## src/rtl/irqc_pkg.sv

```systemverilog
package irqc_pkg;

  // Word-address map (byte address / 4)
  localparam int unsigned PEND_WBASE  = 32'h0000_0400;
  localparam int unsigned EN_WBASE    = 32'h0000_0800;
  localparam int unsigned EN_WSTRIDE  = 32'h0000_0020;
  localparam int unsigned CTX_WBASE   = 32'h0008_0000;
  localparam int unsigned CTX_WSTRIDE = 32'h0000_0400;

  typedef enum logic [2:0] {
    RD_NONE,
    RD_PRIO,
    RD_PEND,
    RD_EN,
    RD_THR,
    RD_CLAIM
  } rdKind_e;

  typedef struct packed {
    logic    prioWe;
    logic    enWe;
    logic    thrWe;
    logic    claimRe;
    logic    cmplWe;
    rdKind_e rdKind;
  } strobes_t;

endpackage

```

## src/rtl/irqc_ctrl.sv

```systemverilog
module irqc_ctrl
  import irqc_pkg::*;
#(
  parameter int NUM_SRC = 31,
  parameter int NUM_TGT = 2,
  parameter int ADDR_W  = 20,
  parameter int SRC_W   = 5,
  parameter int TGT_W   = 1,
  parameter int WORD_W  = 1
) (
  input  logic              clk,
  input  logic              rstN,
  input  logic              busSel,
  input  logic              busWe,
  input  logic [ADDR_W-1:0] busAddr,
  output strobes_t          strb,
  output logic [SRC_W-1:0]  srcIdx,
  output logic [TGT_W-1:0]  tgtIdx,
  output logic [WORD_W-1:0] wordIdx
);

  localparam int NUM_WORDS = (NUM_SRC + 32) / 32;

  logic [31:0] wordAddr;
  logic [31:0] offs;
  logic        hitPrio, hitPend, hitEn, hitThr, hitClaim;
  logic        doWr, doRd;

  assign wordAddr = 32'(busAddr);
  assign doWr     = busSel && busWe;
  assign doRd     = busSel && !busWe;

  always_comb begin
    hitPrio  = 1'b0;
    hitPend  = 1'b0;
    hitEn    = 1'b0;
    hitThr   = 1'b0;
    hitClaim = 1'b0;
    offs     = '0;
    srcIdx   = '0;
    tgtIdx   = '0;
    wordIdx  = '0;
    if (wordAddr >= 32'd1 && wordAddr <= 32'(NUM_SRC)) begin
      hitPrio = 1'b1;
      srcIdx  = wordAddr[SRC_W-1:0];
    end else if (wordAddr >= PEND_WBASE && wordAddr < PEND_WBASE + 32'(NUM_WORDS)) begin
      hitPend = 1'b1;
      wordIdx = WORD_W'(wordAddr - PEND_WBASE);
    end else if (wordAddr >= EN_WBASE &&
                 wordAddr < EN_WBASE + 32'(NUM_TGT) * EN_WSTRIDE) begin
      offs = wordAddr - EN_WBASE;
      if ((offs % EN_WSTRIDE) < 32'(NUM_WORDS)) begin
        hitEn   = 1'b1;
        tgtIdx  = TGT_W'(offs / EN_WSTRIDE);
        wordIdx = WORD_W'(offs % EN_WSTRIDE);
      end
    end else if (wordAddr >= CTX_WBASE &&
                 wordAddr < CTX_WBASE + 32'(NUM_TGT) * CTX_WSTRIDE) begin
      offs   = wordAddr - CTX_WBASE;
      tgtIdx = TGT_W'(offs / CTX_WSTRIDE);
      hitThr   = (offs % CTX_WSTRIDE) == 32'd0;
      hitClaim = (offs % CTX_WSTRIDE) == 32'd1;
    end
  end

  always_comb begin
    strb.prioWe  = doWr && hitPrio;
    strb.enWe    = doWr && hitEn;
    strb.thrWe   = doWr && hitThr;
    strb.cmplWe  = doWr && hitClaim;
    strb.claimRe = doRd && hitClaim;
    strb.rdKind  = RD_NONE;
    if (doRd) begin
      if (hitPrio)       strb.rdKind = RD_PRIO;
      else if (hitPend)  strb.rdKind = RD_PEND;
      else if (hitEn)    strb.rdKind = RD_EN;
      else if (hitThr)   strb.rdKind = RD_THR;
      else if (hitClaim) strb.rdKind = RD_CLAIM;
    end
  end

  // decoded regions never overlap, so at most one action per access
  assert_single_strobe_R9: assert property (@(posedge clk) disable iff (!rstN)
    $onehot0({strb.prioWe, strb.enWe, strb.thrWe, strb.claimRe, strb.cmplWe}));

  // a write never selects read data
  assert_write_no_read_R9: assert property (@(posedge clk) disable iff (!rstN)
    (busSel && busWe) |-> (strb.rdKind == RD_NONE));

endmodule

```

## src/rtl/irqc_arbiter.sv

```systemverilog
module irqc_arbiter #(
  parameter int NUM_SRC = 31,
  parameter int PRIO_W  = 3,
  parameter int SRC_W   = 5
) (
  input  logic                           clk,
  input  logic                           rstN,
  input  logic [NUM_SRC:1]               elig,
  input  logic [NUM_SRC:1][PRIO_W-1:0]   prioVec,
  input  logic [PRIO_W-1:0]              thr,
  output logic [SRC_W-1:0]               winId,
  output logic                           winValid
);

  logic [PRIO_W-1:0] bestPrio;

  // Ascending scan with strict compare: equal levels keep the lower ID
  always_comb begin
    winId    = '0;
    winValid = 1'b0;
    bestPrio = '0;
    for (int i = 1; i <= NUM_SRC; i++) begin
      if (elig[i] && (prioVec[i] > thr) && (!winValid || prioVec[i] > bestPrio)) begin
        winValid = 1'b1;
        winId    = SRC_W'(i);
        bestPrio = prioVec[i];
      end
    end
  end

  assert_win_eligible_R5: assert property (@(posedge clk) disable iff (!rstN)
    winValid |-> (elig[winId] && (prioVec[winId] > thr)));

  assert_idle_id_zero_R6: assert property (@(posedge clk) disable iff (!rstN)
    !winValid |-> (winId == '0));

endmodule

```

## src/rtl/irqc_datapath.sv

```systemverilog
module irqc_datapath
  import irqc_pkg::*;
#(
  parameter int NUM_SRC = 31,
  parameter int NUM_TGT = 2,
  parameter int PRIO_W  = 3,
  parameter int SRC_W   = 5,
  parameter int TGT_W   = 1,
  parameter int WORD_W  = 1
) (
  input  logic               clk,
  input  logic               rstN,
  input  strobes_t           strb,
  input  logic [SRC_W-1:0]   srcIdx,
  input  logic [TGT_W-1:0]   tgtIdx,
  input  logic [WORD_W-1:0]  wordIdx,
  input  logic [31:0]        wdata,
  input  logic [NUM_SRC:1]   irqIn,
  output logic [31:0]        rdata,
  output logic [NUM_TGT-1:0] irqOut
);

  logic [NUM_SRC:1][PRIO_W-1:0]  prio;
  logic [NUM_SRC:1]              pend;
  logic [NUM_SRC:1]              lock;
  logic [NUM_TGT-1:0][NUM_SRC:1] en;
  logic [NUM_TGT-1:0][PRIO_W-1:0] thr;

  logic [NUM_TGT-1:0][SRC_W-1:0] winId;
  logic [NUM_TGT-1:0]            winValid;

  logic [SRC_W-1:0] claimId;
  logic             claimFire;
  logic [SRC_W-1:0] cmplId;
  logic             cmplOk;
  logic             cmplFire;

  for (genvar t = 0; t < NUM_TGT; t++) begin : g_tgt
    irqc_arbiter #(
      .NUM_SRC (NUM_SRC),
      .PRIO_W  (PRIO_W),
      .SRC_W   (SRC_W)
    ) u_arb (
      .clk      (clk),
      .rstN     (rstN),
      .elig     (pend & en[t]),
      .prioVec  (prio),
      .thr      (thr[t]),
      .winId    (winId[t]),
      .winValid (winValid[t])
    );

    // a context at the top minimum can never be eligible
    assert_max_thr_quiet_R5: assert property (@(posedge clk) disable iff (!rstN)
      (thr[t] == {PRIO_W{1'b1}}) |-> !irqOut[t]);
  end

  assign claimId   = winId[tgtIdx];
  assign claimFire = strb.claimRe && winValid[tgtIdx];
  assign cmplId    = wdata[SRC_W-1:0];
  assign cmplOk    = (wdata >= 32'd1) && (wdata <= 32'(NUM_SRC)) && en[tgtIdx][cmplId];
  assign cmplFire  = strb.cmplWe && cmplOk;

  // Configuration registers
  always_ff @(posedge clk) begin
    if (!rstN) begin
      prio <= '0;
      en   <= '0;
      thr  <= '0;
    end else begin
      if (strb.prioWe) prio[srcIdx] <= wdata[PRIO_W-1:0];
      if (strb.thrWe)  thr[tgtIdx]  <= wdata[PRIO_W-1:0];
      for (int i = 1; i <= NUM_SRC; i++) begin
        if (strb.enWe && (i / 32) == 32'(wordIdx)) en[tgtIdx][i] <= wdata[i % 32];
      end
    end
  end

  // Waiting flags and holds
  always_ff @(posedge clk) begin
    if (!rstN) begin
      pend <= '0;
      lock <= '0;
    end else begin
      for (int i = 1; i <= NUM_SRC; i++) begin
        if (claimFire && claimId == SRC_W'(i)) begin
          pend[i] <= 1'b0;
          lock[i] <= 1'b1;
        end else begin
          if (irqIn[i] && !lock[i])                pend[i] <= 1'b1;
          if (cmplFire && cmplId == SRC_W'(i))     lock[i] <= 1'b0;
        end
      end
    end
  end

  always_comb begin
    rdata = '0;
    case (strb.rdKind)
      RD_PRIO:  rdata = 32'(prio[srcIdx]);
      RD_THR:   rdata = 32'(thr[tgtIdx]);
      RD_CLAIM: rdata = 32'(claimId);
      RD_PEND: begin
        for (int i = 1; i <= NUM_SRC; i++)
          if ((i / 32) == 32'(wordIdx)) rdata[i % 32] = pend[i];
      end
      RD_EN: begin
        for (int i = 1; i <= NUM_SRC; i++)
          if ((i / 32) == 32'(wordIdx)) rdata[i % 32] = en[tgtIdx][i];
      end
      default: rdata = '0;
    endcase
  end

  assign irqOut = winValid;

  assert_claim_clears_R7: assert property (@(posedge clk) disable iff (!rstN)
    claimFire |=> (!pend[$past(claimId)] && lock[$past(claimId)]));

  assert_held_no_rise_R7: assert property (@(posedge clk) disable iff (!rstN)
    ((pend & ~$past(pend) & $past(lock)) == '0));

  assert_bad_cmpl_ignored_R8: assert property (@(posedge clk) disable iff (!rstN)
    (strb.cmplWe && !cmplOk) |=> (lock == $past(lock)));

  assert_empty_claim_inert_R10: assert property (@(posedge clk) disable iff (!rstN)
    (strb.claimRe && !winValid[tgtIdx]) |=> ((lock == $past(lock)) && ((~pend & $past(pend)) == '0)));

endmodule

```

## src/rtl/irqc_top.sv

```systemverilog
module irqc_top
  import irqc_pkg::*;
#(
  parameter int NUM_SRC = 31,
  parameter int NUM_TGT = 2,
  parameter int PRIO_W  = 3,
  parameter int ADDR_W  = 20
) (
  input  logic               clk,
  input  logic               rstN,
  input  logic               busSel,
  input  logic               busWe,
  input  logic [ADDR_W-1:0]  busAddr,
  input  logic [31:0]        busWdata,
  output logic [31:0]        busRdata,
  input  logic [NUM_SRC:1]   irqIn,
  output logic [NUM_TGT-1:0] irqOut
);

  localparam int NUM_WORDS = (NUM_SRC + 32) / 32;
  localparam int SRC_W     = $clog2(NUM_SRC + 1);
  localparam int TGT_W     = (NUM_TGT > 1) ? $clog2(NUM_TGT) : 1;
  localparam int WORD_W    = (NUM_WORDS > 1) ? $clog2(NUM_WORDS) : 1;

  strobes_t          strb;
  logic [SRC_W-1:0]  srcIdx;
  logic [TGT_W-1:0]  tgtIdx;
  logic [WORD_W-1:0] wordIdx;

  irqc_ctrl #(
    .NUM_SRC (NUM_SRC),
    .NUM_TGT (NUM_TGT),
    .ADDR_W  (ADDR_W),
    .SRC_W   (SRC_W),
    .TGT_W   (TGT_W),
    .WORD_W  (WORD_W)
  ) u_ctrl (
    .clk     (clk),
    .rstN    (rstN),
    .busSel  (busSel),
    .busWe   (busWe),
    .busAddr (busAddr),
    .strb    (strb),
    .srcIdx  (srcIdx),
    .tgtIdx  (tgtIdx),
    .wordIdx (wordIdx)
  );

  irqc_datapath #(
    .NUM_SRC (NUM_SRC),
    .NUM_TGT (NUM_TGT),
    .PRIO_W  (PRIO_W),
    .SRC_W   (SRC_W),
    .TGT_W   (TGT_W),
    .WORD_W  (WORD_W)
  ) u_dp (
    .clk     (clk),
    .rstN    (rstN),
    .strb    (strb),
    .srcIdx  (srcIdx),
    .tgtIdx  (tgtIdx),
    .wordIdx (wordIdx),
    .wdata   (busWdata),
    .irqIn   (irqIn),
    .rdata   (busRdata),
    .irqOut  (irqOut)
  );

endmodule

```

## config.mk

```make
export PLATFORM = sky130hd
export DESIGN_NAME = irqc_top
export DESIGN_NICKNAME = d
export VERILOG_FILES = /design/src/rtl/irqc_pkg.sv /design/src/rtl/irqc_ctrl.sv /design/src/rtl/irqc_arbiter.sv /design/src/rtl/irqc_datapath.sv /design/src/rtl/irqc_top.sv
export SDC_FILE = /design/constraint.sdc
export NUM_CORES = 1
export LEC_CHECK = 0
export ABC_AREA = 1
export BUFFER_PORTS_ARGS = -buffer_cell sky130_fd_sc_hd__buf_4
export CAP_MARGIN = 20
export CORE_AREA = 2 2 216 218
export CTS_CLUSTER_SIZE = 28
export DETAILED_ROUTE_END_ITERATION = 8
export DIE_AREA = 0 0 218 220
export MAX_ROUTING_LAYER = met4
export PLACE_DENSITY_LB_ADDON = 0.3
export SYNTH_ARGS = -nofsm -noshare
export SYNTH_HDL_FRONTEND = slang
export SYNTH_SLANG_ARGS = --single-unit
```

## constraint.sdc

```tcl
create_clock -name clk -period 44.3 [get_ports clk]
set_input_delay 8.86 -clock clk [delete_from_list [all_inputs] [get_ports clk]]
set_output_delay 8.86 -clock clk [all_outputs]
set_load 0.05 [all_outputs]
```

==> flow_metrics.tcl <==
set metrics [dict create \
    initial_core_util_pct 49.1 \
    finalCritPeriodShare_pct 94.2 \
    cts_made_buffers 25 \
    multi_input_area_sq_um 17100 \
    design_area_sq_um 26200 \
    htreeDepth 1 \
    final_core_util_pct 57.1 \
    fin_hold_ws_ns 0.473 \
    drive_above_1_share_pct 20.4 \
    synth-async-reset-ratio_pct 0 \
    cts_max_path_buffers 3 \
    die_width_um 218 \
    ant_nets 0 \
    die_y_um 220 \
    synth_ff_type "dfxtp_1" \
    cts_sinks 223 \
    leakage_nw 12.6 \
    dp_slack_ns -0.294 \
    critPathLaunchType "register" \
    grtUsageTotal_pct 32.2 \
    drtIter0Drc 1966 \
    clk_latency_ns 0.56 \
    slew_viol_final 0 \
    synth-edff-count 0 \
    relSlewSlack_pct 33.9 \
    drcViolationCount 0 \
    antenna_found_initial 2 \
    max_freq_ghz 0.0240 \
    fin_crit_ns 41.72 \
    cp_slowest_cell "ha_1" \
    cts_tree "built" \
    vias 24100 \
    fin_worst_skew_ns 0.0147 \
    dp_hpwl_mm 59.5 \
    placement.cell_area_sq_um 24100 \
    synthTopCellsByArea "dfxtp_1, ha_1, nand2_1, o21ai_0, inv_1" \
    crit_top_cell "nand2_2" \
    fin_ws_ns 2.58 \
    routedWlPerCell_um 19.2 \
    nets 3870 \
    dieArea_sq_um 48000 \
    area_growth_pct 16.5 \
    grt.overflow.total 0 \
    synth.distinct_cells 64 \
    tightest_slew_ns 0.967 \
    setup_viol 0 \
    grt_pass1_vias 21700 \
    hp-class "reg -> reg" \
    regArea_sq_um 4470 \
    core_area_sq_um 45900 \
    cp_slowest_stage_delay_ns 0.35 \
    cp.required_ns 35.44 \
    yosysMostFrequentCell "nand2_1" \
    arrival_ns 32.86 \
    critical_path.max_fanout 9 \
    port-buffer-count 120 \
    path_clk_slew_ns 0.06 \
    p_per_area_nw_per_um2 16.9 \
    yosysSeqAreaShare_pct 19.8 \
    wirelength_mm 78.4 \
    criticalPathCategory "reg -> out" \
    grt_max_degree 86 \
    nFillCells 4448 \
    peakVddDrop_mv 0.0267 \
    total_power_w 0.000443 \
    firstDrtPassIters 9 \
    yosysTopAreaCellShare_pct 19.8 \
    synth_common_cells "nand2_1, o21ai_0, inv_1, ha_1, nor2_1" \
    via_per_inst 5.90 \
    ys_ff_latch 223 \
    status "finished, final reports clean" \
    mappedNetlistArea_sq_um 22500 \
    yosys_warnings 0 \
    gp_congestion 1.01 \
    path_buf_inv 37 \
    netlist_instances 3303 \
    yosys.area.top_type "dfxtp_1" \
    cap_violations 0 \
    ioPinCount 121 \
    finalHoldViolCount 0 \
    cp-end-kind "output port" \
    syn_nets 3712 \
    grt_first_pass_wirelength_mm 118 \
    avgSynthCellArea_sq_um 6.81 \
    path_delay_family "simple AND/OR/NAND/NOR gates" \
    row_count 79 \
    cts_root_buffer "clkbuf_16" \
]
## registers in the layout, summed over array words and instances, names as in the netlist
register	flops
u_dp.pend	31
u_dp.en	62
u_dp.thr	6
u_dp.lock	31
u_dp.prio	93
## cells in the final DEF, fill, tap and decap left out, types with 54 or more instances in the layout
cell / count
a211oi_1: 109
nand2_2: 149
nand3_1: 189
nor2_1: 282
buf_4: 202
nand2_4: 72
dfxtp_1: 218
o21ai_0: 199
nand3_2: 66
o21ai_1: 116
inv_1: 346
nand2_1: 546
ha_1: 303
nand4_1: 54
a21oi_1: 169
o21ai_2: 57
## worst register-to-register path: cells and delay by family, from the launching register on
kind                       cells  cell delay, ns
AOI/OAI and AO/OA             74            7.77
and+or+nand+nor              153           13.36
buffers and inverters         38            2.28
adders and majority gates     31            9.24
DFF                            1            0.34
## timing repair
item / in CTS / in global routing
setup endpoints to repair: 5 / 5
buffers inserted: 0 / 43
gates resized for setup: 36 / 354
pin swaps: 1 / 164
hold buffers: 0 / 0
## stage by stage
step | std cells | setup TNS (ns)
6_report | 4086 | 0
5_1_grt | 4086 | -2.04
4_1_cts | 4039 | 0
3_5_place_dp | 3996 | -0.962
3_3_place_gp | 3996 | 0
2_1_floorplan | 3303 | 0
## final timing paths
kind,startpoint,end,slack (ns),depth (start not counted)
worst max register to register,u_dp.prio[1]$_SDFFE_PN0P_,u_dp.pend[26]$_SDFFE_PP0P_,11.28,296
worst max-delay path,u_dp.prio[1]$_SDFFE_PN0P_,busRdata[4],2.58,293
worst min register to register,u_dp.lock[3]$_SDFFE_PN0P_,u_dp.lock[3]$_SDFFE_PN0P_,0.47,2
worst min-delay path,u_dp.lock[3]$_SDFFE_PN0P_,u_dp.lock[3]$_SDFFE_PN0P_,0.47,2
## final cells by class
cell class / count / share of cell area (%)
antenna: 2 / 0.0191
clock buffer: 33 / 2.62
clock inverter: 10 / 0.430
inverter: 376 / 5.43
multi-input combinational: 2625 / 65.4
sequential: 223 / 17.1
tap: 607 / 2.90
timing repair buffer: 210 / 6.12
## power by group
group / switching, W / total (W) / leakage [nW] / internal [W]
logic: 0.0000171 / 0.0000262 / 10.4 / 0.00000905
clock network: 0.0000901 / 0.000210 / 0.394 / 0.000120
registers: 0.00000379 / 0.000206 / 1.81 / 0.000203
total: 0.000111 / 0.000443 / 12.6 / 0.000332
## logic make-up (layout without fill, tap and decap cells)
kind of cell | Yosys count | after routing | share of synthesized area (%)
muxes | 30 | 30 | 1.33
buffers and inverters | 455 | 629 | 8.03
AOI/OAI and AO/OA | 800 | 800 | 20.7
and+or+nand+nor | 1473 | 1473 | 32.2
adders and majority gates | 322 | 322 | 17.9
DFF | 223 | 223 | 19.8
other | 0 | 2 | 0
## routing by layer
| layer | up-vias | global-route usage, % | part of all wire [%] |
|---|---|---|---|
| met1 | 11100 | 41.7 | 42 |
| met3 | 185 | 6.20 | 10 |
| met5 | - | - | 0 |
| met2 | 1009 | 50.0 | 44 |
| li1 | 11800 | - | - |
| met4 | 0 | 11.4 | 3.9 |
Note: power is estimated with default switching activity, not from simulation.
